### src/rtl/opstack_pkg.sv
`timescale 1ns/1ps
package opstack_pkg;

   localparam int OP_W = 4;

   typedef enum logic [OP_W-1:0] {
      OP_NOP  = 4'd0,
      OP_PUSH = 4'd1,
      OP_POP  = 4'd2,
      OP_ADD  = 4'd3,
      OP_SUB  = 4'd4,
      OP_AND  = 4'd5,
      OP_OR   = 4'd6,
      OP_XOR  = 4'd7,
      OP_SHL  = 4'd8,
      OP_SHR  = 4'd9,
      OP_MUL  = 4'd10
   } stk_op_e;

   // single-cycle two-operand operations that go through the ALU
   function automatic logic is_alu_op(input logic [OP_W-1:0] code);
      return (code >= 4'(OP_ADD)) && (code <= 4'(OP_SHR));
   endfunction

endpackage

### src/rtl/opstack_shifter.sv
`timescale 1ns/1ps
module opstack_shifter #(
   parameter int DATA_W  = 32,
   parameter bit STAGED  = 1'b1,
   localparam int AMT_W  = $clog2(DATA_W)
) (
   input  logic [DATA_W-1:0] din,
   input  logic [AMT_W-1:0]  amt,
   input  logic              to_left,
   output logic [DATA_W-1:0] dout
);

   if (STAGED) begin : g_staged
      logic [DATA_W-1:0] stage [AMT_W+1];
      assign stage[0] = din;
      for (genvar i = 0; i < AMT_W; i++) begin : g_stage
         localparam int DIST = 1 << i;
         logic [DATA_W-1:0] moved;
         assign moved = to_left ? (stage[i] << DIST) : (stage[i] >> DIST);
         assign stage[i+1] = amt[i] ? moved : stage[i];
      end
      assign dout = stage[AMT_W];
   end else begin : g_flat
      assign dout = to_left ? (din << amt) : (din >> amt);
   end

endmodule

### src/rtl/opstack_alu.sv
`timescale 1ns/1ps
module opstack_alu
   import opstack_pkg::*;
#(
   parameter int DATA_W = 32,
   localparam int AMT_W = $clog2(DATA_W)
) (
   input  stk_op_e           op,
   input  logic [DATA_W-1:0] lhs,   // second entry (B)
   input  logic [DATA_W-1:0] rhs,   // top entry (A)
   output logic [DATA_W-1:0] result
);

   logic [DATA_W-1:0] shifted;

   opstack_shifter #(
      .DATA_W (DATA_W),
      .STAGED (1'b1)
   ) shift_i (
      .din     (lhs),
      .amt     (rhs[AMT_W-1:0]),
      .to_left (op == OP_SHL),
      .dout    (shifted)
   );

   always_comb begin
      unique case (op)
         OP_ADD:          result = lhs + rhs;
         OP_SUB:          result = lhs - rhs;
         OP_AND:          result = lhs & rhs;
         OP_OR:           result = lhs | rhs;
         OP_XOR:          result = lhs ^ rhs;
         OP_SHL, OP_SHR:  result = shifted;
         default:         result = rhs;
      endcase
   end

endmodule

### src/rtl/opstack_mul.sv
`timescale 1ns/1ps
module opstack_mul #(
   parameter int DATA_W     = 32,
   parameter int MUL_CYCLES = 4,
   localparam int CHUNK_W   = DATA_W / MUL_CYCLES,
   localparam int CNT_W     = $clog2(MUL_CYCLES)
) (
   input  logic              clk,
   input  logic              rst,
   input  logic              start,
   input  logic [DATA_W-1:0] mcand_in,
   input  logic [DATA_W-1:0] mplier_in,
   output logic              busy,
   output logic              done,
   output logic [DATA_W-1:0] product
);

   localparam logic [CNT_W-1:0] LAST_STEP = CNT_W'(1);
   localparam logic [CNT_W-1:0] RUN_LEN   = CNT_W'(MUL_CYCLES - 1);

   logic [DATA_W-1:0] acc_q, mcand_q, mplier_q;
   logic [CNT_W-1:0]  cnt_q;
   logic              busy_q;
   logic [DATA_W-1:0] step_sum;

   function automatic logic [DATA_W-1:0] slice_prod(
      input logic [DATA_W-1:0]  mc,
      input logic [CHUNK_W-1:0] sl
   );
      return mc * DATA_W'(sl);
   endfunction

   assign step_sum = acc_q + slice_prod(mcand_q, mplier_q[CHUNK_W-1:0]);

   always_ff @(posedge clk) begin
      if (rst) begin
         acc_q    <= '0;
         mcand_q  <= '0;
         mplier_q <= '0;
         cnt_q    <= '0;
         busy_q   <= 1'b0;
      end else if (start && !busy_q) begin
         acc_q    <= slice_prod(mcand_in, mplier_in[CHUNK_W-1:0]);
         mcand_q  <= mcand_in << CHUNK_W;
         mplier_q <= mplier_in >> CHUNK_W;
         cnt_q    <= RUN_LEN;
         busy_q   <= 1'b1;
      end else if (busy_q) begin
         acc_q    <= step_sum;
         mcand_q  <= mcand_q << CHUNK_W;
         mplier_q <= mplier_q >> CHUNK_W;
         cnt_q    <= cnt_q - 1'b1;
         if (cnt_q == LAST_STEP) busy_q <= 1'b0;
      end
   end

   assign busy    = busy_q;
   assign done    = busy_q && (cnt_q == LAST_STEP);
   assign product = step_sum;

endmodule

### src/rtl/opstack_core.sv
`timescale 1ns/1ps
module opstack_core
   import opstack_pkg::*;
#(
   parameter int DATA_W     = 32,
   parameter int MUL_CYCLES = 4
) (
   input  logic              clk,
   input  logic              rst,
   input  logic              cmd_valid,
   input  logic [OP_W-1:0]   cmd_op,
   input  logic [DATA_W-1:0] push_data,
   output logic [DATA_W-1:0] top_a,
   output logic              busy
);

   if (DATA_W < 2 || (DATA_W & (DATA_W - 1)) != 0) begin : g_bad_width
      $error("opstack_core: DATA_W must be a power of two");
   end
   if (MUL_CYCLES < 2 || (DATA_W % MUL_CYCLES) != 0) begin : g_bad_mul
      $error("opstack_core: MUL_CYCLES must be >= 2 and divide DATA_W");
   end

   logic [DATA_W-1:0] reg_a, reg_b, reg_c;
   stk_op_e           cmd_kind;
   logic              take;
   logic [DATA_W-1:0] alu_res, mul_prod;
   logic              mul_busy, mul_done;

   assign cmd_kind = stk_op_e'(cmd_op);
   assign take     = cmd_valid && !mul_busy;

   opstack_alu #(
      .DATA_W (DATA_W)
   ) alu_i (
      .op     (cmd_kind),
      .lhs    (reg_b),
      .rhs    (reg_a),
      .result (alu_res)
   );

   opstack_mul #(
      .DATA_W     (DATA_W),
      .MUL_CYCLES (MUL_CYCLES)
   ) mul_i (
      .clk       (clk),
      .rst       (rst),
      .start     (take && cmd_kind == OP_MUL),
      .mcand_in  (reg_a),
      .mplier_in (reg_b),
      .busy      (mul_busy),
      .done      (mul_done),
      .product   (mul_prod)
   );

   always_ff @(posedge clk) begin
      if (rst) begin
         reg_a <= '0;
         reg_b <= '0;
         reg_c <= '0;
      end else if (mul_done) begin
         reg_a <= mul_prod;
         reg_b <= reg_c;
      end else if (take) begin
         if (cmd_kind == OP_PUSH) begin
            reg_a <= push_data;
            reg_b <= reg_a;
            reg_c <= reg_b;
         end else if (cmd_kind == OP_POP) begin
            reg_a <= reg_b;
            reg_b <= reg_c;
         end else if (is_alu_op(cmd_op)) begin
            reg_a <= alu_res;
            reg_b <= reg_c;
         end
      end
   end

   assign top_a = reg_a;
   assign busy  = mul_busy;

endmodule

### config.mk
export PLATFORM = sky130hd
export DESIGN_NAME = opstack_core
export DESIGN_NICKNAME = d
export VERILOG_FILES = /design/src/rtl/opstack_pkg.sv /design/src/rtl/opstack_shifter.sv /design/src/rtl/opstack_alu.sv /design/src/rtl/opstack_mul.sv /design/src/rtl/opstack_core.sv
export SDC_FILE = /design/constraint.sdc
export NUM_CORES = 2
export LEC_CHECK = 0
export ABC_AREA = 1
export BUFFER_PORTS_ARGS = -buffer_cell sky130_fd_sc_hd__clkbuf_2
export CORE_ASPECT_RATIO = 0.7
export CORE_UTILIZATION = 59
export DETAILED_ROUTE_END_ITERATION = 6
export PLACE_DENSITY = 0.76
export SLEW_MARGIN = 15
export SYNTH_ARGS = -nofsm -noshare
export SYNTH_HDL_FRONTEND = slang
export SYNTH_SLANG_ARGS = --single-unit
export TNS_END_PERCENT = 1
### constraint.sdc
create_clock -name clk -period 8.2 [get_ports clk]
set_clock_uncertainty 0.1 [all_clocks]
set_input_delay 0.41 -clock clk [delete_from_list [all_inputs] [get_ports clk]]
set_output_delay 0.41 -clock clk [all_outputs]
set_load 0.02 [all_outputs]
Word level (Yosys, flattened, before mapping)
Index checks and enable logic that the tools add are counted.
{"block": "op_classes", "add_sub_neg": 4, "n_mul": 2, "magnitude_cmp": 2, "eq_ne": 11, "n_mux": 32, "n_bitwise": 4, "n_reduce_logical": 14}
{"op": "32-bit 2-to-1 mux", "count": 24}
{"op": "32-bit case mux with 6 select lines", "count": 1}
{"op": "32-bit adder", "count": 2}
{"op": "24-bit 2-to-1 mux", "count": 2}
{"op": "32-bit AND", "count": 1}
{"op": "32-bit by 8-bit multiplier with 32-bit output", "count": 1}
{"op": "32-bit OR", "count": 1}
{"op": "32-bit subtractor", "count": 1}
{"op": "32-bit bitwise XOR", "count": 1}
{"op": "24-bit by 8-bit multiplier with 24-bit output", "count": 1}
{"op": "4-bit by 3-bit == test with 1-bit output, second input constant", "count": 4}
{"op": "4-bit == test, second input constant", "count": 3}
{"op": "9-bit nonzero test", "count": 1}
{"op": "4-bit by 2-bit == test with 1-bit output, second input constant", "count": 2}
{"op": "3-bit AND reduction", "count": 2}
{"op": "1-bit logical AND", "count": 5}
{"op": "4-bit by 1-bit == test with 1-bit output, second input constant", "count": 1}
{"op": "4-bit by 2-bit >= comparator with 1-bit output, second input constant", "count": 1}
{"op": "4-bit <= comparator, second input constant", "count": 1}
{"op": "2-bit 2-to-1 mux", "count": 2}
{"op": "2-bit nonzero test", "count": 2}
{"op": "4-bit nonzero test", "count": 1}
{"op": "1-bit 2-to-1 mux", "count": 3}
{"op": "2-bit by 1-bit == test with 1-bit output, second input constant", "count": 1}
{"op": "5 further kinds", "count": 5}
{"block": "word_totals", "regBits": 179, "in_bits": 39}

Logic depth before layout (Yosys ltp)
{"block": "depth", "depth_word": 17, "mapped_depth": 36}

By module
A second synthesis with hierarchy kept.
{"block": "hier_totals", "hier_cells": 5021, "area_unflattened_um2": 30699.4}
{"mod": "opstack_mul", "n_inst": 1, "cells_each": 2434, "area_each_um2": 16852.4, "seq_area_each_um2": 1661.6}
{"mod": "opstack_core", "n_inst": 1, "cells_each": 921, "area_each_um2": 5631.7, "seq_area_each_um2": 1921.8}
{"mod": "opstack_alu", "n_inst": 1, "cells_each": 1013, "area_each_um2": 5445.2, "seq_area_each_um2": 0.0}
{"mod": "opstack_shifter", "n_inst": 1, "cells_each": 653, "area_each_um2": 2770.2, "seq_area_each_um2": 0.0}

Worst setup path before layout
No wires, ideal clock.
{"block": "synth_path", "path_kind": "register to register", "startpoint": "register mul_i.mplier_q[5]", "endpoint": "register reg_a[30], in the netlist top_a[30]", "setup_time_ns": 0.109, "arrival_ns": 6.119, "t_required_ns": 7.991, "slack_ns": 1.872, "stages_incl_launch_ff": 33, "path_buffers": 2, "path_cell_list": "dfxtp_1 > clkbuf_1 > buf_1 > nand2_1 > fa_1 > fa_1 > inv_1 > fa_1 > inv_1 > fa_1 > inv_1 > ha_1 > a21oi_1 > nand2_1 > nor2_1 > o21ai_1 > a21boi_0 > o21ai_1 > a21boi_0 > o21ai_1 > xor2_1 > ha_1 > nand2_1 > nor4_1 > nand4_1 > nand3_1 > nand2_1 > nand2_1 > nor2_1 > o21ai_0 > nand3_1 > nand2_1 > inv_1"}
{"block": "synth_via", "elab_chain_len": 3}
{"item": "start, declared", "line_no": "opstack_mul.sv:21", "text": "logic [DATA_W-1:0] acc_q, mcand_q, mplier_q;"}
{"item": "start signal, assigned", "line_no": "opstack_mul.sv:45", "text": "mplier_q <= mplier_in >> CHUNK_W;"}
{"item": "start signal, assigned", "line_no": "opstack_mul.sv:51", "text": "mplier_q <= mplier_q >> CHUNK_W;"}
{"item": "24-bit by 8-bit multiplier with 24-bit output", "line_no": "opstack_mul.sv:30", "text": "return mc * DATA_W'(sl);"}
{"item": "32-bit adder", "line_no": "opstack_mul.sv:33", "text": "assign step_sum = acc_q + slice_prod(mcand_q, mplier_q[CHUNK_W-1:0]);"}
{"item": "32-bit 2-to-1 mux", "line_no": "opstack_core.sv:61", "text": "end else if (mul_done) begin"}
{"item": "end signal, assigned", "line_no": "opstack_core.sv:62", "text": "reg_a <= mul_prod;"}
{"item": "end signal, assigned", "line_no": "opstack_core.sv:66", "text": "reg_a <= push_data;"}
{"item": "end signal, assigned", "line_no": "opstack_core.sv:70", "text": "reg_a <= reg_b;"}
{"item": "end, declared", "line_no": "opstack_core.sv:24", "text": "logic [DATA_W-1:0] reg_a, reg_b, reg_c;"}
No other way between the ends.
A chain may end at the register's enable or synchronous reset.

Final worst setup path
{"block": "layout_path", "startpoint": "register mul_i.mplier_q[4]", "endpoint": "register reg_a[29], in the netlist top_a[29]"}
The elaborated chain is that of the path after synthesis.

==> flow_metrics.env <==
export IMPL_status="finished clean"
export IMPL_crit_required_ns=8.49
export IMPL_finalCritPeriodShare_pct=86.7
export IMPL_final_nets=4625
export IMPL_avgRoutedWirePerCell_um=22.7
export IMPL_p_leak_uw=0.0144
export IMPL_worstSetupEndpointType="register"
export IMPL_syn_area_um2=27600
export IMPL_cts_max_level=4
export IMPL_synth_area_leaders="fa_1, nand2_1, dfxtp_1, inv_1, ha_1"
export IMPL_start_util_pct=60.6
export IMPL_ys_types=56
export IMPL_std_cell_rows=65
export IMPL_io_buffers=71
export IMPL_final_hold_viol_count=0
export IMPL_ir_drop_uv=139
export IMPL_cp_endpoint="top_a[29]"
export IMPL_grt_pass1_wl_um=165000
export IMPL_cts_tree="built"
export IMPL_insertion_delay_ns=0.46
export IMPL_die_area_um2=47700
export IMPL_max_freq_mhz=141
export IMPL_grt_max_degree=92
export IMPL_syn_inst=4218
export IMPL_fillers=4394
export IMPL_crit_slowest_cell="dfxtp_1"
export IMPL_gp_congestion=1.11
export IMPL_grt_use_total_pct=45.8
export IMPL_critPathKind="reg2reg"
export IMPL_ys_flop_type="dfxtp_1"
export IMPL_yosysTopAreaCell="fa_1"
export IMPL_drv_cap=0
export IMPL_worstMarginPinSlew_ns=1.19
export IMPL_min_period_ns=7.11
export IMPL_ys_warn_count=0
export IMPL_route_vias_total=29192
export IMPL_core_um2=45600
export IMPL_startpoint="mul_i.mplier_q[4]"
export IMPL_critPathLaunchType="register"
export IMPL_clockRootBuffer="clkbuf_16"
export IMPL_r2r_start="mul_i.mplier_q[4]"
export IMPL_post_route_drc_count=0
export IMPL_synth_edff_count=0
export IMPL_numCtsBuffers=17
export IMPL_synthArstFlopShare_pct=0
export IMPL_synth_common_cells="nand2_1, inv_1, nand3_1, a21oi_1, fa_1"
export IMPL_setup_tns_ns=0
export IMPL_grt_use_met2_pct=61.7
export IMPL_synth_nets=4717
export IMPL_cp_arrival_ns=7.40
export IMPL_drt_iter0_markers=4840
export IMPL_met1_usage_pct=68.2
export IMPL_drive_above_1_share_pct=5.41
export IMPL_avgSynthCellArea_um2=6.55
export IMPL_wirelength_um=108000
export IMPL_final_util_pct=63.2
export IMPL_drv_slew=0
export IMPL_met3_usage_pct=14.4
export IMPL_die_x_um=261
export IMPL_routed_via_density=6.15
export IMPL_yosysTopAreaCellShare_pct=19.3
export IMPL_critPathMaxStageDelay_ns=0.88
export IMPL_gr_max_usage_layer="met1"
export IMPL_hold_path_class="in2reg"
export IMPL_synthToLayoutAreaGrowth_pct=4.35
export IMPL_dr_pass1_iters=7
export IMPL_clkSlewWorstSetupHoldPaths_ns=0.08
export IMPL_antenna_found_initial=2
export IMPL_die_y_um=183
export IMPL_ys_seq_elements=179
export IMPL_cts_repair_resized=0
export IMPL_postCtsSetupRepairBufs=0
export IMPL_r2r_cells=30
export IMPL_power_density_nw_per_um2=113
export IMPL_clockBufferDepth=2
export IMPL_drt_antenna_violating_nets=0
export IMPL_path_max_fanout=21
export IMPL_cp_depth=30
export IMPL_yosys_cell_count_top_type="nand2_1"
export IMPL_path_delay_family="adder cells"
export IMPL_rr_endpoint="top_a[29]"
export IMPL_rsz0062_at_grt="false"
export IMPL_rrSetupSlack_ns=1.09
export IMPL_slew_headroom_pct=19.9
export IMPL_grt_pass1_vias=26557
export IMPL_yosysSeqAreaShare_pct=13.0
export IMPL_cp_buffers_inverters=3
export IMPL_cts_sinks=179
export IMPL_ios=72
export IMPL_postCtsHoldBufs=0
export IMPL_dp_hpwl_um=82800
export IMPL_setup_viol=0
export IMPL_grt_ovfl_total=0
export IMPL_cpMostUsedCell="nand2_1"
==> registers in the layout, indices dropped and copies added (netlist names) <==
register and flops:
mul_i.busy 1, mul_i.cnt_q 2, mul_i.acc_q 32, top_a 32
mul_i.mplier_q 24, reg_b 32, reg_c 32, mul_i.mcand_q 24
==> tightest hold or removal path, delay by kind of cell <==
family / cells / cell delay (ns)
AO/OA/AOI/OAI: 2 / 0.19
buffers and inverters: 1 / 0.08
==> power breakdown <==
group          total, uW  internal [uW]  switching, uW
Sequential          1010            901            112
Clock                862            444            418
Combinational       1370            409            964
Total               3250           1750           1490
==> final cells by class <==
type                    instances  area (um^2)  share of cell area, %
well taps                     603          754                   2.62
inverters                     669         2510                   8.72
flip-flops and latches        179         3580                   12.4
repair buffers                126          771                   2.67
clock buffers                  18          439                   1.52
clock inverters                14          166                  0.577
multi-input cells            3133        20600                   71.4
diodes                          4         10.0                 0.0347
==> layout by cell type (no fill, tap or decap), types with 5 or more instances in the layout <==
cell and instances:
fa_1 266, nor3_1 27, nor2_1 219, clkbuf_2 70
nand3b_1 9, ha_1 194, a21boi_0 8, clkbuf_16 17
xor2_1 69, dfxtp_1 178, o21ai_0 191, o211ai_1 21
a31oi_1 52, a21o_1 12, nand3_1 345, nand2_1 1161
inv_1 648, nor3_2 5, nor4_1 8, o221ai_1 5
inv_2 18, o21ai_1 22, or2_2 18, a221oi_1 61
a21oi_1 293, o21a_1 5, nand4_1 47, inv_8 5
xnor2_1 37, nor2_2 7, buf_4 56, o21bai_1 13
==> through the flow <==
step	setup WS [ns]	total power [uW]	instances	cell area (um^2)	hold WS, ns
6_report	1.09	3250	4746	28800	0.154
5_1_grt	0.612	3380	4742	28800	0.172
4_1_cts	1.19	3180	4742	28800	0.139
3_5_place_dp	1.24	2320	4710	28200	0.354
3_3_place_gp	1.32	2320	4710	28200	0.351
2_1_floorplan	1.87	1870	4218	27600	0.341
==> layer usage <==
metal | up-vias | routed length [um]
met3 | 219 | 17200
met5 | - | 0
li1 | 13286 | -
met4 | 0 | 3990
met1 | 13593 | 45100
met2 | 2094 | 41400
==> cells by family after synthesis <==
logic type | after synthesis | synth area share (%)
XOR/XNOR | 106 | 3.36
AO/OA/AOI/OAI | 708 | 14.8
buffers and inverters | 906 | 12.6
adder cells (fa/ha/maj) | 460 | 28.1
flip-flops | 179 | 13.0
AND/OR/NAND/NOR | 1859 | 28.2
==> how the worst min path moves through the flow <==
stage / startpoint / end / slack, ns / cells after the start
CTS: push_data[4] / top_a[4] / 0.14 / 3
finish: push_data[4] / top_a[4] / 0.15 / 3
detailed placement: reg_c[19] / reg_c[19] / 0.35 / 2
floorplan: reg_c[0] / reg_c[0] / 0.34 / 2
global route: push_data[6] / top_a[6] / 0.17 / 3
global placement: reg_c[7] / reg_c[7] / 0.35 / 2
Power figures use the tool's default switching activity.
